===== config.mk =====
export PLATFORM = sky130hd
export DESIGN_NAME = serstat_flags
export DESIGN_NICKNAME = d
export VERILOG_FILES = /design/src/rtl/serstat_pkg.sv /design/src/rtl/serstat_flag_fsm.sv /design/src/rtl/serstat_fixed_bits.sv /design/src/rtl/serstat_irq.sv /design/src/rtl/serstat_flags.sv
export SDC_FILE = /design/constraint.sdc
export NUM_CORES = 1
export LEC_CHECK = 0
export ABC_AREA = 1
export ABC_CLOCK_PERIOD_IN_PS = 2700
export CAP_MARGIN = 20
export CORE_MARGIN = 2
export CORE_UTILIZATION = 42
export DETAILED_ROUTE_END_ITERATION = 8
export PLACE_DENSITY = 0.83
export SYNTH_ARGS = -nofsm -noshare
export SYNTH_HDL_FRONTEND = slang
export SYNTH_SLANG_ARGS = --single-unit

===== constraint.sdc =====
create_clock -name clk -period 2.7 [get_ports clk]
set_clock_uncertainty 0.1 [all_clocks]
set_input_delay 0.27 -clock clk [delete_from_list [all_inputs] [get_ports clk]]
set_output_delay 0.27 -clock clk [all_outputs]
set_load 0.005 [all_outputs]

===== src/rtl/serstat_pkg.sv =====
package serstat_pkg;

    localparam int REG_W    = 8;
    localparam int NUM_CLR  = 5;
    localparam logic [REG_W-1:0] INIT_VAL = 8'h84;

    // index of each clearable flag; register bit is REG_W-1-index
    localparam int IDX_TXE = 0;
    localparam int IDX_RXF = 1;
    localparam int IDX_OVR = 2;
    localparam int IDX_FRM = 3;
    localparam int IDX_PAR = 4;

    localparam int BIT_TEND = 2;
    localparam int BIT_MPRX = 1;
    localparam int BIT_MPTX = 0;

    typedef enum logic [1:0] {
        FLG_IDLE    = 2'd0,
        FLG_PENDING = 2'd1,
        FLG_ARMED   = 2'd2
    } flag_state_t;

endpackage


===== src/rtl/serstat_flag_fsm.sv =====
module serstat_flag_fsm
    import serstat_pkg::*;
#(
    parameter bit INIT_SET = 1'b0
) (
    input  logic clk,
    input  logic rst_n,
    input  logic hold_i,
    input  logic force_i,
    input  logic set_i,
    input  logic hw_clr_i,
    input  logic rd_i,
    input  logic wr_i,
    input  logic wbit_i,
    output logic flag_o
);

    localparam flag_state_t INIT_ST = INIT_SET ? FLG_PENDING : FLG_IDLE;

    flag_state_t state_q, state_d;

    // next state: HOLD > SET > HWCLR > WIPE/SEE
    always_comb begin
        state_d = state_q;
        if (hold_i) begin
            state_d = INIT_ST;
        end else if (force_i || set_i) begin
            state_d = FLG_PENDING;
        end else begin
            unique case (state_q)
                FLG_IDLE: begin
                    state_d = FLG_IDLE;
                end
                FLG_PENDING: begin
                    if (hw_clr_i) begin
                        state_d = FLG_IDLE;
                    end else if (rd_i) begin
                        state_d = FLG_ARMED;
                    end
                end
                FLG_ARMED: begin
                    if (hw_clr_i) begin
                        state_d = FLG_IDLE;
                    end else if (wr_i && !wbit_i) begin
                        state_d = FLG_IDLE;
                    end
                end
                default: begin
                    state_d = FLG_IDLE;
                end
            endcase
        end
    end

    // state register
    always_ff @(posedge clk or negedge rst_n) begin
        if (!rst_n) begin
            state_q <= INIT_ST;
        end else begin
            state_q <= state_d;
        end
    end

    // outputs
    always_comb begin
        flag_o = (state_q != FLG_IDLE);
    end

    // a cleared flag becomes 1 only through hardware
    a_r3_no_cpu_set: assert property (@(posedge clk) disable iff (!rst_n)
        (!flag_o && !set_i && !force_i && !(hold_i && INIT_SET)) |=> !flag_o);

    // an unread flag survives any CPU write
    a_r4_unarmed_keeps: assert property (@(posedge clk) disable iff (!rst_n)
        (state_q == FLG_PENDING && !hw_clr_i && !(hold_i && !INIT_SET)) |=> flag_o);

    // a set strobe is never lost
    a_r8_set_wins: assert property (@(posedge clk) disable iff (!rst_n)
        (set_i && !(hold_i && !INIT_SET)) |=> flag_o);

    // a flag just cleared by the CPU has no read tag
    a_r5_tag_consumed: assert property (@(posedge clk) disable iff (!rst_n)
        (state_q == FLG_ARMED && wr_i && !wbit_i && !set_i && !force_i && !hold_i)
        |=> (state_q != FLG_ARMED));

endmodule


===== src/rtl/serstat_fixed_bits.sv =====
module serstat_fixed_bits
    import serstat_pkg::*;
(
    input  logic clk,
    input  logic rst_n,
    input  logic hold_i,
    input  logic wr_i,
    input  logic wbit0_i,
    input  logic tend_set_i,
    input  logic tend_clr_i,
    input  logic mprx_load_i,
    input  logic mprx_val_i,
    output logic tend_o,
    output logic mprx_o,
    output logic mptx_o
);

    logic tend_q, mprx_q, mptx_q;

    always_ff @(posedge clk or negedge rst_n) begin
        if (!rst_n) begin
            tend_q <= INIT_VAL[BIT_TEND];
            mprx_q <= INIT_VAL[BIT_MPRX];
            mptx_q <= INIT_VAL[BIT_MPTX];
        end else if (hold_i) begin
            tend_q <= INIT_VAL[BIT_TEND];
            mprx_q <= INIT_VAL[BIT_MPRX];
            mptx_q <= INIT_VAL[BIT_MPTX];
        end else begin
            if (tend_set_i) begin
                tend_q <= 1'b1;
            end else if (tend_clr_i) begin
                tend_q <= 1'b0;
            end
            if (mprx_load_i) begin
                mprx_q <= mprx_val_i;
            end
            if (wr_i) begin
                mptx_q <= wbit0_i;
            end
        end
    end

    assign tend_o = tend_q;
    assign mprx_o = mprx_q;
    assign mptx_o = mptx_q;

    // CPU writes leave the read-only bits alone
    a_r9_tend_ro: assert property (@(posedge clk) disable iff (!rst_n)
        (wr_i && !tend_set_i && !tend_clr_i && !hold_i) |=> $stable(tend_o));

    a_r9_mprx_ro: assert property (@(posedge clk) disable iff (!rst_n)
        (wr_i && !mprx_load_i && !hold_i) |=> $stable(mprx_o));

    // the transmit multiprocessor bit follows the written value
    a_r10_mptx_rw: assert property (@(posedge clk) disable iff (!rst_n)
        (wr_i && !hold_i) |=> (mptx_o == $past(wbit0_i)));

endmodule


===== src/rtl/serstat_irq.sv =====
module serstat_irq
    import serstat_pkg::*;
(
    input  logic [NUM_CLR-1:0] flag_i,
    input  logic               tend_i,
    input  logic               ie_txe_i,
    input  logic               ie_rxf_i,
    input  logic               ie_err_i,
    input  logic               ie_tend_i,
    output logic               irq_txe_o,
    output logic               irq_rxf_o,
    output logic               irq_err_o,
    output logic               irq_tend_o
);

    logic any_err;

    always_comb begin
        any_err    = flag_i[IDX_OVR] | flag_i[IDX_FRM] | flag_i[IDX_PAR];
        irq_txe_o  = flag_i[IDX_TXE] & ie_txe_i;
        irq_rxf_o  = flag_i[IDX_RXF] & ie_rxf_i;
        irq_err_o  = any_err & ie_err_i;
        irq_tend_o = tend_i & ie_tend_i;
    end

endmodule


===== src/rtl/serstat_flags.sv =====
module serstat_flags
    import serstat_pkg::*;
(
    input  logic             clk,
    input  logic             rst_n,
    input  logic             lowpwr_hold,
    input  logic             tx_enable,
    input  logic             cpu_rd,
    input  logic             cpu_wr,
    input  logic [REG_W-1:0] cpu_wdata,
    output logic [REG_W-1:0] cpu_rdata,
    input  logic             txe_load,
    input  logic             txe_dma_clr,
    input  logic             rxf_set,
    input  logic             ovr_set,
    input  logic             frm_set,
    input  logic             par_set,
    input  logic             tend_set,
    input  logic             tend_clr,
    input  logic             mprx_load,
    input  logic             mprx_val,
    input  logic             ie_txe,
    input  logic             ie_rxf,
    input  logic             ie_err,
    input  logic             ie_tend,
    output logic             irq_txe,
    output logic             irq_rxf,
    output logic             irq_err,
    output logic             irq_tend
);

    logic [NUM_CLR-1:0] set_v, clr_v, force_v, flag_v;
    logic tend_w, mprx_w, mptx_w;
    logic unused_ro_wbits;

    assign unused_ro_wbits = ^cpu_wdata[BIT_TEND:BIT_MPRX];

    always_comb begin
        set_v            = '0;
        set_v[IDX_TXE]   = txe_load;
        set_v[IDX_RXF]   = rxf_set;
        set_v[IDX_OVR]   = ovr_set;
        set_v[IDX_FRM]   = frm_set;
        set_v[IDX_PAR]   = par_set;
        clr_v            = '0;
        clr_v[IDX_TXE]   = txe_dma_clr;
        force_v          = '0;
        force_v[IDX_TXE] = ~tx_enable;
    end

    for (genvar i = 0; i < NUM_CLR; i++) begin : g_flag
        serstat_flag_fsm #(
            .INIT_SET (INIT_VAL[REG_W-1-i])
        ) u_flag (
            .clk      (clk),
            .rst_n    (rst_n),
            .hold_i   (lowpwr_hold),
            .force_i  (force_v[i]),
            .set_i    (set_v[i]),
            .hw_clr_i (clr_v[i]),
            .rd_i     (cpu_rd),
            .wr_i     (cpu_wr),
            .wbit_i   (cpu_wdata[REG_W-1-i]),
            .flag_o   (flag_v[i])
        );
        assign cpu_rdata[REG_W-1-i] = flag_v[i];
    end

    serstat_fixed_bits u_fixed (
        .clk         (clk),
        .rst_n       (rst_n),
        .hold_i      (lowpwr_hold),
        .wr_i        (cpu_wr),
        .wbit0_i     (cpu_wdata[BIT_MPTX]),
        .tend_set_i  (tend_set),
        .tend_clr_i  (tend_clr),
        .mprx_load_i (mprx_load),
        .mprx_val_i  (mprx_val),
        .tend_o      (tend_w),
        .mprx_o      (mprx_w),
        .mptx_o      (mptx_w)
    );

    assign cpu_rdata[BIT_TEND] = tend_w;
    assign cpu_rdata[BIT_MPRX] = mprx_w;
    assign cpu_rdata[BIT_MPTX] = mptx_w;

    serstat_irq u_irq (
        .flag_i     (flag_v),
        .tend_i     (tend_w),
        .ie_txe_i   (ie_txe),
        .ie_rxf_i   (ie_rxf),
        .ie_err_i   (ie_err),
        .ie_tend_i  (ie_tend),
        .irq_txe_o  (irq_txe),
        .irq_rxf_o  (irq_rxf),
        .irq_err_o  (irq_err),
        .irq_tend_o (irq_tend)
    );

    // low-power hold loads the initial value
    a_r2_lowpwr_value: assert property (@(posedge clk) disable iff (!rst_n)
        lowpwr_hold |=> (cpu_rdata == INIT_VAL));

    // transmit empty held while the transmitter is off
    a_r6_txe_forced: assert property (@(posedge clk) disable iff (!rst_n)
        !tx_enable |=> cpu_rdata[REG_W-1-IDX_TXE]);

endmodule


Yosys cells after proc, flatten, opt, wreduce, memory -nomap -nowiden:

Index checks and enable logic that the tools add are counted.

* bitwise operators: 7
* reduce and logical (&&, ||, !) cells: 24
* muxes and demuxes: 30
* equality and inequality tests: 20

Operators by type and width (count)
* $mux 2: 18
* $pmux 2 s2: 5
* $ne 4x3->1 const B: 4
* $ne 4x4->1 const B: 4
* $reduce_bool 2->1: 7
* $eq 2x1->1 const B: 5
* $eq 2x2->1 const B: 5
* $reduce_and 2->1: 5
* $mux 1: 7
* $logic_and 1x1->1: 5
* $logic_not 1->1: 5
* $ne 5x3->1 const B: 1
* $ne 5x4->1 const B: 1
* $and 1x1->1: 4
* $reduce_bool 3->1: 1
* $or 1x1->1: 2
* $logic_or 1x1->1: 1
* $not 1->1: 1

* bits in registers: 13
* output and inout port bits: 12
* input port bits: 28

Depth between registers and ports, before layout:

Gate-level depths: netlist (run 1).

* depth in word-level cells: 7
* gate-level depth with buffers: 6
* gate-level depth less buffers: 6

Hierarchy:

From an unflattened synthesis (run 1), not the netlist that was laid out.

* cell total of the unflattened synthesis: 128
* area total of the unflattened synthesis: 848.3 um^2

Modules (own cells, without submodules)
* serstat_flag_fsm (g_flag[1].u_flag ...): area each 127.6 um^2, cells each 18, times used 4
* serstat_flag_fsm (g_flag[0].u_flag): area each 143.9 um^2, cells each 26, times used 1
* serstat_fixed_bits: area each 125.1 um^2, cells each 15, times used 1
* serstat_irq: area each 38.8 um^2, cells each 10, times used 1
* serstat_flags: area each 30.0 um^2, cells each 5, times used 1

Worst setup path before layout (run 1):

No wires, ideal clock.

* kind: reg2out
* start: register g_flag[1].u_flag.state_q[0]
* end: output port cpu_rdata[6]
* stages on the path, launching flop included: 3
* path buffers: 1
* arrival time: 804 ps
* setup slack: 1526 ps
* cell sequence: dfrtp_1 > or2_2 > buf_4

* cells in the longest elaborated chain, start to end: 1

Ends and longest elaborated chain
* start: declaration: line serstat_flag_fsm.sv:20 `flag_state_t state_q, state_d;`
* start signal: assignment: line serstat_flag_fsm.sv:60 `state_q <= state_d;`
* $reduce_bool 2->1: line serstat_flag_fsm.sv:66 `flag_o = (state_q != FLG_IDLE);`
* end: declaration: line serstat_flags.sv:11 `output logic [REG_W-1:0] cpu_rdata,`

No other way between the ends.

Final worst setup path (run 1):

* start: register g_flag[4].u_flag.state_q[0]
* end: output port irq_err

* cells in the longest elaborated chain, start to end: 3

Ends and longest elaborated chain
* start: declaration: line serstat_flag_fsm.sv:20
* start signal: assignment: line serstat_flag_fsm.sv:60
* $reduce_bool 2->1: line serstat_flag_fsm.sv:66
* $or 1x1->1: line serstat_irq.sv:19 `any_err = flag_i[IDX_OVR] | flag_i[IDX_FRM] | flag_i[IDX_PAR];`
* $and 1x1->1: line serstat_irq.sv:22 `irq_err_o = any_err & ie_err_i;`
* end: declaration: line serstat_flags.sv:28 `output logic irq_err,`

No other way between the ends.

==> results of run 1 <==
==> power breakdown <==
group / total, W / switching (W) / leakage, nW / internal [W]
combinational: 0.000116 / 0.0000466 / 0.356 / 0.0000693
clock: 0.000120 / 0.0000657 / 0.0177 / 0.0000548
sequential: 0.000212 / 0.00000703 / 0.167 / 0.000205
==> cells by family after synthesis <==
family	count (synthesis)
flops	13
buf+inv	29
compound gates	20
simple gates	40
==> how the worst max path moves through the flow <==
stage,startpoint,endpoint,depth (start not counted)
floorplan,g_flag[1].u_flag.state_q[0],cpu_rdata[6],2
global placement,lowpwr_hold,g_flag[2].u_flag.state_q[1],5
detailed placement,lowpwr_hold,g_flag[4].u_flag.state_q[1],4
CTS,g_flag[4].u_flag.state_q[0],irq_err,4
global route,g_flag[4].u_flag.state_q[0],irq_err,4
finish,g_flag[4].u_flag.state_q[0],irq_err,4
==> layer usage <==
metal | vias up | routed length [microns]
met3 | 6 | 41
met2 | 18 | 982
met1 | 366 | 754
li1 | 392 | -
met5 | - | 0
met4 | 0 | 50
==> registers in the layout, indices dropped and copies added, names as in the netlist <==
register and count:
u_fixed.mptx_o 1, u_fixed.mprx_o 1, g_flag.u_flag.state_q 10, u_fixed.tend_o 1
==> area by class of cell <==
cell class | instances | area (sq um) | share of cell area, %
clock buffer | 3 | 22.52 | 1.901
tap | 27 | 33.78 | 2.851
multi-input combinational | 60 | 350.3 | 29.57
inverter | 20 | 75.07 | 6.336
clock inverter | 1 | 5.005 | 0.4224
sequential | 13 | 327.8 | 27.67
timing repair buffer | 37 | 370.4 | 31.26
==> cell usage in the layout, fill, tap and decap left out <==
cell type / count
o21ai_1: 2
nor2_8: 1
o21ai_0: 5
nor2_4: 1
o21a_1: 2
clkdlybuf4s50_1: 37
dfstp_2: 2
a21oi_2: 1
o22ai_1: 1
clkinv_2: 1
a21boi_1: 3
dfrtp_1: 11
or2_1: 1
or2_2: 2
nand2_1: 7
nor2_2: 6
nand4_1: 9
nor2_1: 10
inv_1: 20
o211ai_1: 4
nand3_1: 3
a21oi_1: 2
clkbuf_4: 3
==> worst register-to-register path, cell delays in order (launching register included) <==
cell     delay, ns
dfstp_2       0.56
nand2_1       0.06
nor2_2        0.12
nand2_1       0.08
nor2_1        0.12
a21oi_1       0.05
==> through the flow <==
step | setup slack [ns] | util, % | total power (W) | hold WS, ns
after floorplan | 1.526 | - | 0.0002680 | -0.1256
after global placement | 0.8373 | 60.86 | 0.0003289 | 0.3726
after detailed placement | 0.8493 | 60.86 | 0.0003326 | 0.3739
after CTS | 0.7549 | 62.30 | 0.0004531 | 0.2806
after global routing | 0.6747 | 62.30 | 0.0004746 | 0.3045
final | 0.7661 | 62.30 | 0.0004486 | 0.2544
==> results.py, run 1 <==
metrics = {
    "sta": {
        "setup_viol": 0,
        "finalCriticalPeriod_ns": 1.934,
        "worstMarginPinSlew_ns": 0.5628,
        "slew_headroom_pct": 62.36,
        "fin_tns_setup_ns": 0,
        "fmax_mhz": 517.1,
        "finalHoldViolations": 0,
        "rsz0062_at_grt": "no",
        "slew_viol_final": 0,
        "fin_crit_sh_pct": 71.63,
    },
    "critical_path": {
        "crit_family": "buffers and inverters",
        "path_buf_inv": 2,
        "crit_path_end_kind": "output port",
        "crit_path_top_delay_cell": "clkdlybuf4s50_1",
        "critPathArrivalTime_ns": 1.56,
        "path_max_fanout": 4,
        "cp_slowest_stage_delay_ns": 0.43,
        "r2r_end": "g_flag[0].u_flag.state_q[1]",
        "crit_chain": "or2_1 > o21ai_1 > inv_1 > clkdlybuf4s50_1",
        "r2r_slack_ns": 1.51,
        "reg2reg_depth": 5,
        "criticalPathCategory": "reg2out",
        "r2r-start": "g_flag[0].u_flag.state_q[0]",
        "start_kind": "flop",
        "cp.required_ns": 2.33,
    },
    "finish": {
        "final_cells": 161,
        "final_cell_area_sq_mm": 0.001185,
        "syn2layout_area_growth_pct": 43.70,
        "nets": 163,
        "layout-drive-gt1-share_pct": 12.69,
        "n_antenna_cell": 0,
        "fillers": 174,
    },
    "logic_synthesis": {
        "synth_adder_area_share_pct": 0,
        "yosys.area_share.simple_pct": 27.01,
        "yosysMostFrequentCell": "inv_1",
        "synth_ff_type": "dfrtp_1",
        "syn_nets": 130,
        "yosys-top-cells-count": "inv_1, dfrtp_1, nor2_1",
        "yosysSeqAreaShare_pct": 39.76,
        "synth-xor-area-share_pct": 0,
        "synthCells": 102,
        "synthMuxAreaShare_pct": 0,
        "yosys.cell_types.count": 22,
        "synth_edf_count": 0,
        "yosys-top-cells-area": "dfrtp_1, inv_1, buf_4",
        "ys_ff_latch": 13,
        "synth_top_family_by_area": "simple AND/OR/NAND/NOR gates",
        "yosys.area.top_type": "dfrtp_1",
        "async_flop_share_pct": 100.0,
        "synth_compound_area_share_pct": 15.48,
        "syn_avg_cell_area_sq_um": 8.084,
        "ys.warnings.count": 0,
        "syn-cell-area_sq_um": 824.5,
        "synth_top_area_share_pct": 33.38,
    },
    "clock_network": {
        "root_buffer": "clkbuf_4",
        "cts_hold_buffers": 0,
        "cts.sinks": 13,
        "clk_pin_slew_ns": 0.08,
        "numCtsBuffers": 3,
        "htreeDepth": 1,
        "postCtsSetupRepairBufs": 0,
        "clock_latency_ns": 0.27,
        "tritoncts": "built",
        "clk_path_buf_depth": 2,
        "cts_resized": 0,
    },
    "detailed_routing": {
        "drc": 0,
        "wl_microns": 1828,
        "drtAntennaViolNets": 0,
        "dr_total_vias": 782,
        "first_pass_iters": 4,
        "via_per_inst": 4.857,
        "drtIter0Drc": 4,
        "routedWlPerCell_microns": 11.35,
    },
    "grt": {
        "antenna_found_initial": 0,
        "grt_pass1_wl_microns": 3332,
        "use_met3_pct": 2.160,
        "overflow": 0,
        "met2_usage_pct": 34.03,
        "grt_usage_pct": 18.12,
        "busiest_layer": "met2",
        "grt_max_degree": 14,
        "grt_use_met1_pct": 19.24,
        "grt_pass1_vias": 804,
    },
    "floorplanning": {
        "die_area_sq_mm": 0.002333,
        "io_pins": 40,
        "start_util_pct": 43.36,
        "rows": 16,
        "die_y_microns": 48.31,
        "coreArea_sq_mm": 0.001902,
        "die_w_microns": 48.31,
    },
    "placed_design": {
        "dpl_cell_area_sq_mm": 0.001157,
        "place_inst": 157,
        "hpwlAfterDp_microns": 1465,
        "gp_congestion": 0.7698,
        "portBuffers": 37,
    },
    "worst_hold_path": {
        "hold_class": "in2async",
    },
    "run_status": {
        "status": "finished, final reports clean",
    },
    "pwr": {
        "leakagePower_nw": 0.5401,
        "ir_worst_vdd_uv": 245.1,
        "pwr_density_cell_mw_per_mm2": 378.6,
    },
    "flow_run": {
        "cap_violations": 0,
    },
}
(Power assumes the default switching activity.)
==> inputs of run 2 (changes only) <==
- ABC_CLOCK_PERIOD_IN_PS: 2700 -> 1700
- CORE_UTILIZATION: 42 -> 36
- PLACE_DENSITY: 0.83 -> 0.75
- clock period: 2.7 -> 1.7 ns (I/O delays scaled with it)
==> results.py, run 2 (synthesized netlist as in run 1, its figures left out) <==
metrics = {
    "run_status": {
        "status": "finished, final reports clean",
    },
    "detailed_routing": {
        "routedWlPerCell_microns": 11.80,
        "drtAntennaViolNets": 0,
        "drtIter0Drc": 13,
        "via_per_inst": 4.717,
        "drc": 0,
        "first_pass_iters": 4,
        "wl_microns": 1959,
        "dr_total_vias": 783,
    },
    "critical_path": {
        "r2r_slack_ns": 0.55,
        "cp_slowest_stage_delay_ns": 0.55,
        "reg2reg_depth": 4,
        "path_buf_inv": 1,
        "critPathArrivalTime_ns": 1.33,
        "criticalPathCategory": "reg2out",
        "crit_chain": "clkdlybuf4s50_1",
        "r2r_end": "g_flag[0].u_flag.state_q[1]",
        "r2r-start": "g_flag[0].u_flag.state_q[0]",
        "crit_path_end_kind": "output port",
        "crit_family": "flip-flops",
        "start_kind": "flop",
        "cp.required_ns": 1.43,
        "crit_path_top_delay_cell": "dfstp_2",
        "path_max_fanout": 3,
    },
    "floorplanning": {
        "rows": 17,
        "io_pins": 40,
        "die_y_microns": 51.86,
        "start_util_pct": 37.64,
        "die_area_sq_mm": 0.002689,
        "die_w_microns": 51.86,
        "coreArea_sq_mm": 0.002191,
    },
    "clock_network": {
        "cts.sinks": 13,
        "clk_pin_slew_ns": 0.09,
        "cts_hold_buffers": 0,
        "htreeDepth": 1,
        "numCtsBuffers": 3,
        "tritoncts": "built",
        "root_buffer": "clkbuf_4",
        "clock_latency_ns": 0.28,
        "clk_path_buf_depth": 2,
    },
    "grt": {
        "grt_max_degree": 14,
        "overflow": 0,
        "grt_pass1_wl_microns": 3194,
        "grt_pass1_vias": 743,
        "antenna_found_initial": 0,
        "grt_usage_pct": 16.27,
    },
    "sta": {
        "worstMarginPinSlew_ns": 0.6195,
        "fin_crit_sh_pct": 93.91,
        "fin_tns_setup_ns": 0,
        "setup_viol": 0,
        "finalCriticalPeriod_ns": 1.596,
        "slew_headroom_pct": 58.57,
        "finalHoldViolations": 0,
        "fmax_mhz": 626.4,
        "whs_ns": 0.1706,
        "setup_ws_ns": 0.1036,
        "rsz0062_at_grt": "no",
        "slew_viol_final": 0,
    },
    "finish": {
        "regMostFlops": "g_flag.u_flag.state_q",
        "layout-drive-gt1-share_pct": 15.94,
        "largest_reg_flops": 10,
        "layout_common_cells": "clkdlybuf4s50_1, inv_1, dfrtp_1",
        "n_antenna_cell": 0,
        "fillers": 213,
        "nets": 167,
        "mostFrequentLayoutCell": "clkdlybuf4s50_1",
        "fin_util_pct": 55.40,
        "syn2layout_area_growth_pct": 47.19,
    },
    "placed_design": {
        "portBuffers": 37,
        "hpwlAfterDp_microns": 1521,
        "place_ws_ns": 0.1757,
        "gp_congestion": 0.7718,
    },
    "pwr": {
        "ir_worst_vdd_uv": 387.8,
        "pwr_density_cell_mw_per_mm2": 594.3,
        "leakagePower_nw": 0.5778,
    },
    "worst_hold_path": {
        "hold_class": "in2async",
    },
    "flow_run": {
        "cap_violations": 0,
    },
}
run 2: cell count changes in the layout (fill, tap and decap cells not counted):
cell / before / now
inv_1: 20 / 19
inv_2: 0 / 1
clkinv_2: 1 / 0
dlymetal6s2s_1: 0 / 2
dlygate4sd2_1: 0 / 3
buf_4: 0 / 5
clkdlybuf4s50_1: 37 / 31
clkbuf_1: 0 / 1
run 2: where the power goes:
group          internal, W  switching [W]  total (W)  leakage (nW)
registers         0.000326      0.0000103   0.000336         0.167
clock network    0.0000910       0.000106   0.000197        0.0150
logic             0.000112      0.0000763   0.000188         0.396
run 2: repair_timing:
item	4_1_cts	5_1_grt
gates cloned	0	0
buffers inserted	3	0
endpoints found under the setup margin	3	2
resized for setup	5	2
pin swaps	2	0
run 2: worst max-delay path by stage:
stage | start | endpoint | slack [ns] | cells past startpoint
2_1_floorplan | g_flag[1].u_flag.state_q[0] | cpu_rdata[6] | 0.63 | 2
3_3_place_gp | g_flag[4].u_flag.state_q[0] | irq_err | 0.18 | 4
3_5_place_dp | g_flag[4].u_flag.state_q[0] | irq_err | 0.18 | 4
4_1_cts | u_fixed.tend_o | irq_tend | 0.001 | 3
5_1_grt | g_flag[2].u_flag.state_q[1] | irq_err | 0.02 | 5
6_report | u_fixed.tend_o | cpu_rdata[2] | 0.10 | 1
run 2: layout make-up:
type	instances	area, sq um	area share (%)
Timing Repair Buffer	41	399.1	32.89
Multi-Input combinational cell	60	350.3	28.87
Sequential cell	13	327.8	27.01
Inverter	20	75.07	6.186
Tap cell	28	35.03	2.887
Clock buffer	4	26.28	2.165
run 2: through the flow:
stage / total power (W) / area, sq um / instances
CTS: 0.0007297 / 1209 / 166
detailed placement: 0.0005303 / 1166 / 159
global route: 0.0007656 / 1214 / 166
global placement: 0.0005249 / 1166 / 159
floorplan: 0.0004256 / 824.5 / 102
finish: 0.0007212 / 1214 / 166
run 2: layer usage:
| layer | GRT usage, % | vias up | part of all wire [%] |
|---|---|---|---|
| li1 | - | 396 | - |
| met5 | 0 | - | 0 |
| met1 | 19.64 | 361 | 41 |
| met3 | 3.736 | 2 | 5.1 |
| met4 | 7.895 | 0 | 0.66 |
| met2 | 27.00 | 24 | 53 |
==> inputs of run 3 (changes only) <==
- ABC_AREA: 1 -> 0
- ABC_CLOCK_PERIOD_IN_PS: 1700 -> 1400
- CORE_UTILIZATION: 36 -> 34
- clock period: 1.7 -> 1.4 ns (I/O delays scaled with it)
==> results.py, run 3 <==
metrics = {
    "floorplanning": {
        "die_w_microns": 50.20,
        "rows": 16,
        "die_area_sq_mm": 0.002520,
        "io_pins": 40,
        "die_y_microns": 50.20,
        "coreArea_sq_mm": 0.001982,
        "start_util_pct": 36.62,
    },
    "logic_synthesis": {
        "yosys.cell_types.count": 20,
        "synth_top_area_share_pct": 37.93,
        "async_flop_share_pct": 100.0,
        "syn_nets": 103,
        "yosys-top-cells-area": "dfrtp_1, nand3b_1, buf_4",
        "syn-cell-area_sq_um": 725.7,
        "synth_edf_count": 0,
        "yosys-top-cells-count": "nor2_1, dfrtp_1, nand3b_1",
        "synthCells": 75,
        "synth_ff_type": "dfrtp_1",
        "yosys.area.top_type": "dfrtp_1",
        "yosysSeqAreaShare_pct": 45.17,
        "ys.warnings.count": 0,
        "ys_ff_latch": 13,
        "syn_avg_cell_area_sq_um": 9.676,
        "yosysMostFrequentCell": "nor2_1",
    },
    "critical_path": {
        "crit_path_end_kind": "output port",
        "cp.required_ns": 1.16,
        "critPathArrivalTime_ns": 1.31,
        "start_kind": "flop",
        "criticalPathCategory": "reg2out",
        "path_max_fanout": 2,
    },
    "detailed_routing": {
        "drtAntennaViolNets": 0,
        "dr_total_vias": 701,
        "wl_microns": 1734,
        "drc": 0,
        "first_pass_iters": 4,
        "drtIter0Drc": 8,
        "routedWlPerCell_microns": 11.56,
        "via_per_inst": 4.673,
    },
    "pwr": {
        "swShare_pct": 23.31,
        "clkPwrFrac_pct": 26.6,
        "comb_power_share_pct": 26.5,
        "ir_worst_vdd_uv": 624.6,
        "pwr_density_cell_mw_per_mm2": 709.9,
        "p_switching_w": 0.0001992,
        "leakagePower_nw": 0.5576,
        "p_int_w": 0.0006553,
        "seq_power_share_pct": 47.0,
    },
    "finish": {
        "regMostFlops": "g_flag.u_flag.state_q",
        "mostFrequentLayoutCell": "clkdlybuf4s50_1",
        "syn2layout_area_growth_pct": 65.86,
        "layout-drive-gt1-share_pct": 27.64,
        "nets": 152,
        "final_cells": 150,
        "fin_util_pct": 60.73,
        "final_cell_area_sq_mm": 0.001204,
        "n_antenna_cell": 0,
        "largest_reg_flops": 10,
        "fillers": 165,
        "layout_common_cells": "clkdlybuf4s50_1, buf_4, nor2_1",
    },
    "grt": {
        "grt_use_met1_pct": 16.95,
        "met2_usage_pct": 28.51,
        "busiest_layer": "met2",
        "overflow": 0,
        "grt_pass1_wl_microns": 2987,
        "grt_pass1_vias": 716,
        "grt_max_degree": 10,
        "use_met3_pct": 5.655,
        "antenna_found_initial": 0,
        "grt_usage_pct": 15.94,
    },
    "run_status": {
        "status": "finished with violations",
        "violations": "negative setup slack",
    },
    "placed_design": {
        "portBuffers": 37,
        "place_inst": 143,
        "hpwlAfterDp_microns": 1369,
        "dpl_cell_area_sq_mm": 0.001160,
        "gp_congestion": 0.7435,
    },
    "sta": {
        "worstMarginPinSlew_ns": 0.2638,
        "fmax_mhz": 647.0,
        "setup_viol": 2,
        "setup_ws_ns": -0.1457,
        "slew_viol_final": 0,
        "finalHoldViolations": 0,
        "whs_ns": 0.2837,
        "slew_headroom_pct": 82.36,
        "fin_tns_setup_ns": -0.1589,
        "fin_crit_sh_pct": 110.4,
        "finalCriticalPeriod_ns": 1.546,
        "rsz0062_at_grt": "yes",
    },
    "worst_hold_path": {
        "hold_class": "in2reg",
    },
    "clock_network": {
        "clk_path_buf_depth": 2,
        "numCtsBuffers": 3,
        "tritoncts": "built",
        "clk_pin_slew_ns": 0.08,
        "cts.sinks": 13,
        "root_buffer": "clkbuf_4",
        "clock_latency_ns": 0.27,
        "htreeDepth": 1,
    },
    "flow_run": {
        "cap_violations": 0,
    },
}
-- run 3: power groups by stage --
| stage | Clock [W] | Sequential [W] | Combinational [W] |
|---|---|---|---|
| after floorplan | 0 | 0.000409 | 0.0000840 |
| after CTS | 0.000236 | 0.000402 | 0.000228 |
| after detailed placement | 0 | 0.000408 | 0.000226 |
| after global routing | 0.000250 | 0.000404 | 0.000248 |
| final | 0.000227 | 0.000401 | 0.000226 |
| after global placement | 0 | 0.000407 | 0.000219 |
-- run 3: cell families (layout without fill, tap and decap cells) --
kind of cell	count (synthesis)	after routing	share of synthesized area, %
buf+inv	11	59	10.86
compound gates	8	8	7.758
mux	2	2	2.759
flops	13	13	45.17
simple gates	41	41	33.45
-- run 3: what timing repair did --
item	CTS	global route
setup buffers	2	0
setup endpoints to repair	11	7
endpoints found under the hold margin	3	0
hold buffers	1	0
pin swaps	3	2
gates resized for setup	34	4
-- run 3: cell type report --
class | instances | area [sq um] | area share, %
multi-input combinational | 51 | 336.6 | 27.96
tap | 27 | 33.78 | 2.807
clock buffer | 4 | 26.28 | 2.183
inverter | 1 | 3.754 | 0.3119
timing repair buffer | 54 | 475.5 | 39.50
sequential | 13 | 327.8 | 27.23
-- run 3: final timing paths --
| path | depth (start not counted) | end | startpoint | slack [ns] |
|---|---|---|---|---|
| worst max-delay path | 3 | irq_err | g_flag[4].u_flag.state_q[1] | -0.15 |
| worst min-delay path | 2 | u_fixed.tend_o | tend_clr | 0.28 |
| worst max register to register | 3 | g_flag[0].u_flag.state_q[0] | g_flag[0].u_flag.state_q[0] | 0.07 |
| worst min register to register | 2 | u_fixed.tend_o | u_fixed.tend_o | 0.40 |
| max in group asynchronous | 3 | g_flag[1].u_flag.state_q[1] | rst_n | 0.27 |
| min in group asynchronous | 2 | u_fixed.mprx_o | rst_n | 0.53 |
-- run 3: metrics by stage --
stage,worst slack (ns),total power [W]
2_1_floorplan,0.1951,0.0004928
3_3_place_gp,-0.2224,0.0006262
3_5_place_dp,-0.2522,0.0006335
4_1_cts,-0.1801,0.0008651
5_1_grt,-0.1969,0.0009027
6_report,-0.1457,0.0008545
-- run 3: metal layers --
metal,vias to the layer above,wire length [microns],share of wire (%)
li1,344,-,-
met1,318,702,40
met2,35,851,49
met3,4,165,9.5
met4,0,14,0.81
met5,-,0,0
-- run 3: worst max-delay path, cell delays in order, from the launching register on --
cell	delay (ns)
dfrtp_1	0.38
or2_4	0.25
o31a_1	0.29
buf_2	0.12
